`config.mk`:
```
export PLATFORM = sky130hd
export DESIGN_NAME = irq_status_reg
export DESIGN_NICKNAME = d
export VERILOG_FILES = /design/src/rtl/irq_stat_pkg.sv /design/src/rtl/irq_ext_edge.sv /design/src/rtl/irq_gen_select.sv /design/src/rtl/irq_latch_bank.sv /design/src/rtl/irq_status_reg.sv
export SDC_FILE = /design/constraint.sdc
export NUM_CORES = 1
export LEC_CHECK = 0
export CELL_PAD_IN_SITES_DETAIL_PLACEMENT = 0
export CELL_PAD_IN_SITES_GLOBAL_PLACEMENT = 2
export CORE_ASPECT_RATIO = 1.4
export CORE_MARGIN = 10
export CORE_UTILIZATION = 22
export DETAILED_ROUTE_END_ITERATION = 6
export GPL_ROUTABILITY_DRIVEN = 0
export PLACE_DENSITY = 0.88
export SYNTH_ARGS = -nofsm -noshare
export SYNTH_HDL_FRONTEND = slang
export SYNTH_SLANG_ARGS = --single-unit
```
`constraint.sdc`:
```
create_clock -name clk -period 1.2 [get_ports clk]
set_clock_uncertainty 0.1 [all_clocks]
set_input_delay 0.36 -clock clk [delete_from_list [all_inputs] [get_ports clk]]
set_output_delay 0.36 -clock clk [all_outputs]
set_load 0.05 [all_outputs]
```
`src/rtl/irq_stat_pkg.sv`:
```
package irq_stat_pkg;
    localparam int WORD_W = 16;

    localparam int B_DAC_HALF  = 5;
    localparam int B_ACQ_DONE  = 6;
    localparam int B_GEN       = 7;
    localparam int B_EXT       = 8;
    localparam int B_BURST     = 9;
    localparam int B_ADC_HALF  = 10;
    localparam int B_ADC_NE_EV = 11;
    localparam int B_ADC_NE    = 12;
    localparam int B_ADC_FULL  = 13;
    localparam int B_DAC_EMPTY = 14;

    localparam logic [WORD_W-1:0] STICKY_MASK =
        (WORD_W'(1) << B_DAC_HALF)  | (WORD_W'(1) << B_ACQ_DONE) |
        (WORD_W'(1) << B_GEN)       | (WORD_W'(1) << B_EXT)      |
        (WORD_W'(1) << B_BURST)     | (WORD_W'(1) << B_ADC_HALF) |
        (WORD_W'(1) << B_ADC_NE_EV) | (WORD_W'(1) << B_DAC_EMPTY);

    typedef enum logic {XE_LOW, XE_HIGH} ext_state_t;

    typedef enum logic [1:0] {
        GEN_OFF    = 2'd0,
        GEN_SRC0   = 2'd1,
        GEN_SRC1   = 2'd2,
        GEN_EITHER = 2'd3
    } gen_sel_t;
endpackage

```
`src/rtl/irq_ext_edge.sv`:
```
module irq_ext_edge
    import irq_stat_pkg::*;
#(
    parameter int SYNC_STAGES = 2
) (
    input  logic clk,
    input  logic rst,
    input  logic async_in,
    output logic rise
);
    logic [SYNC_STAGES-1:0] chain;
    logic                   synced;
    ext_state_t             state_q, state_d;

    generate
        for (genvar s = 0; s < SYNC_STAGES; s++) begin : g_sync
            if (s == 0) begin : g_first
                always_ff @(posedge clk) begin
                    if (rst) chain[0] <= 1'b0;
                    else     chain[0] <= async_in;
                end
            end else begin : g_next
                always_ff @(posedge clk) begin
                    if (rst) chain[s] <= 1'b0;
                    else     chain[s] <= chain[s-1];
                end
            end
        end
    endgenerate

    assign synced = chain[SYNC_STAGES-1];

    always_ff @(posedge clk) begin
        if (rst) state_q <= XE_LOW;
        else     state_q <= state_d;
    end

    always_comb begin
        state_d = state_q;
        rise    = 1'b0;
        unique case (state_q)
            XE_LOW: begin
                if (synced) begin
                    state_d = XE_HIGH;
                    rise    = 1'b1;
                end
            end
            XE_HIGH: begin
                if (!synced) state_d = XE_LOW;
            end
            default: state_d = XE_LOW;
        endcase
    end
endmodule

```
`src/rtl/irq_gen_select.sv`:
```
module irq_gen_select
    import irq_stat_pkg::*;
#(
    parameter int SRC_N = 2
) (
    input  logic [1:0]       sel,
    input  logic [SRC_N-1:0] src,
    output logic             hit
);
    gen_sel_t mode;
    assign mode = gen_sel_t'(sel);

    always_comb begin
        hit = 1'b0;
        unique case (mode)
            GEN_OFF:    hit = 1'b0;
            GEN_SRC0:   hit = src[0];
            GEN_SRC1:   hit = src[1];
            GEN_EITHER: hit = |src;
            default:    hit = 1'b0;
        endcase
    end
endmodule

```
`src/rtl/irq_latch_bank.sv`:
```
module irq_latch_bank #(
    parameter int W = 16
) (
    input  logic         clk,
    input  logic         rst,
    input  logic [W-1:0] set_vec,
    input  logic [W-1:0] clr_vec,
    output logic [W-1:0] q
);
    generate
        for (genvar i = 0; i < W; i++) begin : g_bit
            always_ff @(posedge clk) begin
                if (rst) q[i] <= 1'b0;
                else     q[i] <= set_vec[i] | (q[i] & ~clr_vec[i]);
            end
        end
    endgenerate
endmodule

```
`src/rtl/irq_status_reg.sv`:
```
module irq_status_reg
    import irq_stat_pkg::*;
#(
    parameter int CNT_W       = 10,
    parameter int HF_LIMIT    = 255,
    parameter int SYNC_STAGES = 2
) (
    input  logic              clk,
    input  logic              rst,
    input  logic              reg_sel,
    input  logic              reg_wr,
    input  logic [15:0]       reg_wdata,
    input  logic              reg_rd,
    output logic [15:0]       reg_rdata,
    input  logic              burst_en,
    input  logic [1:0]        gen_sel,
    input  logic [1:0]        gen_src,
    input  logic              ev_dac_half,
    input  logic              ev_acq_done,
    input  logic              ev_burst_done,
    input  logic              ev_adc_nempty,
    input  logic              ev_dac_empty,
    input  logic              ext_irq_in,
    input  logic [CNT_W-1:0]  adc_level,
    input  logic              adc_nempty,
    input  logic              adc_full,
    output logic              irq_req
);
    localparam logic [CNT_W-1:0] HF_CMP = CNT_W'(HF_LIMIT);

    logic              ext_rise;
    logic              gen_hit;
    logic              adc_half;
    logic [WORD_W-1:0] ev_vec;
    logic [WORD_W-1:0] clr_vec;
    logic [WORD_W-1:0] lat_q;
    logic [WORD_W-1:0] en_q;
    logic [WORD_W-1:0] status_word;
    logic [WORD_W-1:0] rd_word;

    irq_ext_edge #(.SYNC_STAGES(SYNC_STAGES)) u_ext (
        .clk      (clk),
        .rst      (rst),
        .async_in (ext_irq_in),
        .rise     (ext_rise)
    );

    irq_gen_select #(.SRC_N(2)) u_gen (
        .sel (gen_sel),
        .src (gen_src),
        .hit (gen_hit)
    );

    assign adc_half = (adc_level > HF_CMP);

    always_comb begin
        ev_vec              = '0;
        ev_vec[B_DAC_HALF]  = ev_dac_half;
        ev_vec[B_ACQ_DONE]  = ev_acq_done;
        ev_vec[B_GEN]       = gen_hit;
        ev_vec[B_EXT]       = ext_rise;
        ev_vec[B_BURST]     = ev_burst_done & burst_en;
        ev_vec[B_ADC_HALF]  = adc_half;
        ev_vec[B_ADC_NE_EV] = ev_adc_nempty;
        ev_vec[B_DAC_EMPTY] = ev_dac_empty;
    end

    assign clr_vec = (reg_wr && !reg_sel) ? (reg_wdata & STICKY_MASK) : '0;

    irq_latch_bank #(.W(WORD_W)) u_lat (
        .clk     (clk),
        .rst     (rst),
        .set_vec (ev_vec),
        .clr_vec (clr_vec),
        .q       (lat_q)
    );

    always_ff @(posedge clk) begin
        if (rst)                   en_q <= '0;
        else if (reg_wr && reg_sel) en_q <= reg_wdata & STICKY_MASK;
    end

    always_comb begin
        status_word             = lat_q & STICKY_MASK;
        status_word[B_ADC_NE]   = adc_nempty;
        status_word[B_ADC_FULL] = adc_full;
    end

    assign rd_word = reg_sel ? en_q : status_word;

    always_ff @(posedge clk) begin
        if (rst)         reg_rdata <= '0;
        else if (reg_rd) reg_rdata <= rd_word;
    end

    assign irq_req = |(lat_q & en_q);
endmodule

```
==> impl_metrics.tcl <==
set metrics [dict create \
    rsz0062_at_grt "true" \
    grt_pass1_vias 1150 \
    violations "setup timing" \
    maxCapViolCount 0 \
    slew_viol_final 0 \
    cts_buffers 5 \
    core_area_um2 5445 \
    pin_count 61 \
    yosysTopAreaCellShare_pct 47.35 \
    path_buf_inv 1 \
    die_w_um 83.10 \
    clock_power_share_pct 34.9 \
    first_pass_iters 4 \
    yosys_warnings 0 \
    cts_max_level 2 \
    dpl.hpwl_um 2631 \
    slowest_delay_ns 0.33 \
    finalSetupViolations 11 \
    synth_area_um2 1226 \
    vias 1122 \
    ys_ff_latch 29 \
    final.period_utilization_pct 136.2 \
    vias_per_cell 4.234 \
    crit_chain "a22oi_2, nand4_1, buf_12" \
    fmax_mhz 611.8 \
    wire_per_inst_um 12.47 \
    cp_slowest_cell "dfxtp_2" \
    power-per-cell-area_nw_per_um2 1200 \
    reg2reg_depth 3 \
    ctsHoldBuffers 0 \
    critical_path_arrival_ns 1.17 \
    grt.overflow.total 0 \
    crit_cells 3 \
    status "finished, violations left" \
    num_antenna_cells 0 \
    power.switching_uw 666.5 \
    synth_most_common_cell "dfxtp_1" \
    num_rows 32 \
    start_util_pct 22.52 \
    layout_setup_ws_ns -0.4346 \
    port_buffers 38 \
    switching_share_pct 26.65 \
    crit_fanout 2 \
    hold_violations 0 \
    fin_util_pct 38.26 \
    synth.area.top_cells "dfxtp_1 47%, mux2i_1 6.5%, a21oi_1 6.1%, a211oi_1 5.5%, nor2_1 5.5%" \
    hold_class "reg2reg" \
    required_ns 0.74 \
    syn_area_per_cell_um2 9.083 \
    drc 0 \
    seq_area_frac_synth_pct 47.35 \
    wl_um 3304 \
    endpoint_kind "output port" \
    syn-instance-count 135 \
    worst_hold_path.num_cells 1 \
    cts_tree "done" \
    stdcell_count 265 \
    finalNetCount 240 \
    pwr-share-comb_pct 22.4 \
    synth.distinct_cells 18 \
    grt_max_degree 30 \
    drt_iter0_markers 43 \
    cts_root_buffer "clkbuf_8" \
    dp_cells 254 \
    clockBufferDepth 2 \
    clkSinkCount 29 \
    fp.dieH_um 108.3 \
    grt_pass1_wl_um 5492 \
    ir_drop_mv 0.4152 \
    ys.flop_type "dfxtp_1" \
    antenna_found_initial 0 \
    tns_ns -0.6577 \
    track_usage_pct 7.649 \
    post-route-min-period_ns 1.635 \
    synth.top_cells.by_count "29 x dfxtp_1, 18 x nor2_1, 15 x a21oi_1" \
    layout-area-overhead-vs-synth_pct 69.90 \
    leakage_uw 0.0008632 \
    intPower_uw 1834 \
    async_flop_share_pct 0 \
    die_area_um2 9002 \
    synth_largest_area_cell "dfxtp_1" \
    drive_gt1_share_pct 33.50 \
    path_delay_family "flip-flops" \
    hold_slack_ns 0.3492 \
    cts.clk_slew.worst_paths_ns 0.06 \
    synth_edf_count 0 \
    clkLatencyLatePin_ns 0.28 \
    cp-start-kind "flop" \
    p_seq_share_pct 42.7 \
    criticalPathCategory "reg2out" \
    ant_nets 0 \
    nFillCells 568 \
]
path summary, 6_finish.rpt:
kind,end,from,slack [ns]
worst max-delay path,irq_req,u_lat.q[9],-0.43
worst max register to register,u_lat.q[7],u_lat.q[7],0.23
worst min register to register,u_ext.synced,u_ext.chain[0],0.35
worst min-delay path,u_ext.synced,u_ext.chain[0],0.35
timing repair:
item | in CTS | in global routing
gates cloned | 0 | 0
buffers inserted | 1 | 2
setup endpoints to repair | 37 | 25
pin swaps | 3 | 4
resized for setup | 17 | 12
cells in the final DEF (no fill, tap or decap), types with 4 or more instances in the layout:
cell / n
a211oi_1: 8
a21oi_1: 14
a22oi_2: 4
buf_12: 12
buf_4: 24
clkbuf_8: 7
clkdlybuf4s50_1: 22
conb_1: 6
dfxtp_1: 16
dfxtp_2: 13
mux2i_1: 8
nand2_1: 9
nand3_1: 8
nand3b_1: 8
nor2_1: 18
nor2b_1: 6
layer usage:
metal	global-route usage (%)	vias to the layer above	share of wire, %
met5	0	-	0
met4	4.390	0	2.2
met3	3.236	7	5.4
met2	12.72	26	52
met1	7.995	509	40
li1	-	580	-
layout make-up:
cell class,instances,area (um^2),area share (%)
Clock buffer,7,96.34,4.625
Clock inverter,1,5.005,0.2402
Multi-Input combinational cell,95,580.6,27.87
Sequential cell,29,596.8,28.65
Tap cell,68,85.08,4.084
Timing Repair Buffer,65,719.4,34.53
power groups by stage:
stage	Clock [uW]	Combinational, uW	Sequential (uW)
finish	872	561	1070
global route	948	604	1070
CTS	910	555	1060
detailed placement	0	548	1080
global placement	0	546	1080
floorplan	0	218	1140
cells by family (layout without fill, tap and decap cells):
group,Yosys count,in the layout,share of synthesized area [%]
AND/OR/NAND/NOR,51,51,20.51
AO/OA/AOI/OAI,30,30,15.51
flip-flops,29,29,47.35
buffers and inverters,16,73,9.795
multiplexers,8,8,6.531
other,1,6,0.3058
state kept, by name (all words and copies together), names as in the netlist:
signal	cells
en_q	8
reg_rdata	10
u_ext.chain	1
u_ext.state_q	1
u_ext.synced	1
u_lat.q	8
metrics by stage:
stage / power (uW) / cell area, um^2 / setup slack [ns]
after global routing: 2625 / 2083 / -0.5213
after global placement: 1624 / 1893 / -0.4743
after CTS: 2530 / 2031 / -0.4910
final: 2501 / 2083 / -0.4346
after floorplan: 1354 / 1245 / -0.2288
after detailed placement: 1628 / 1893 / -0.5152
No activity file was read; power rests on OpenSTA's default activity.
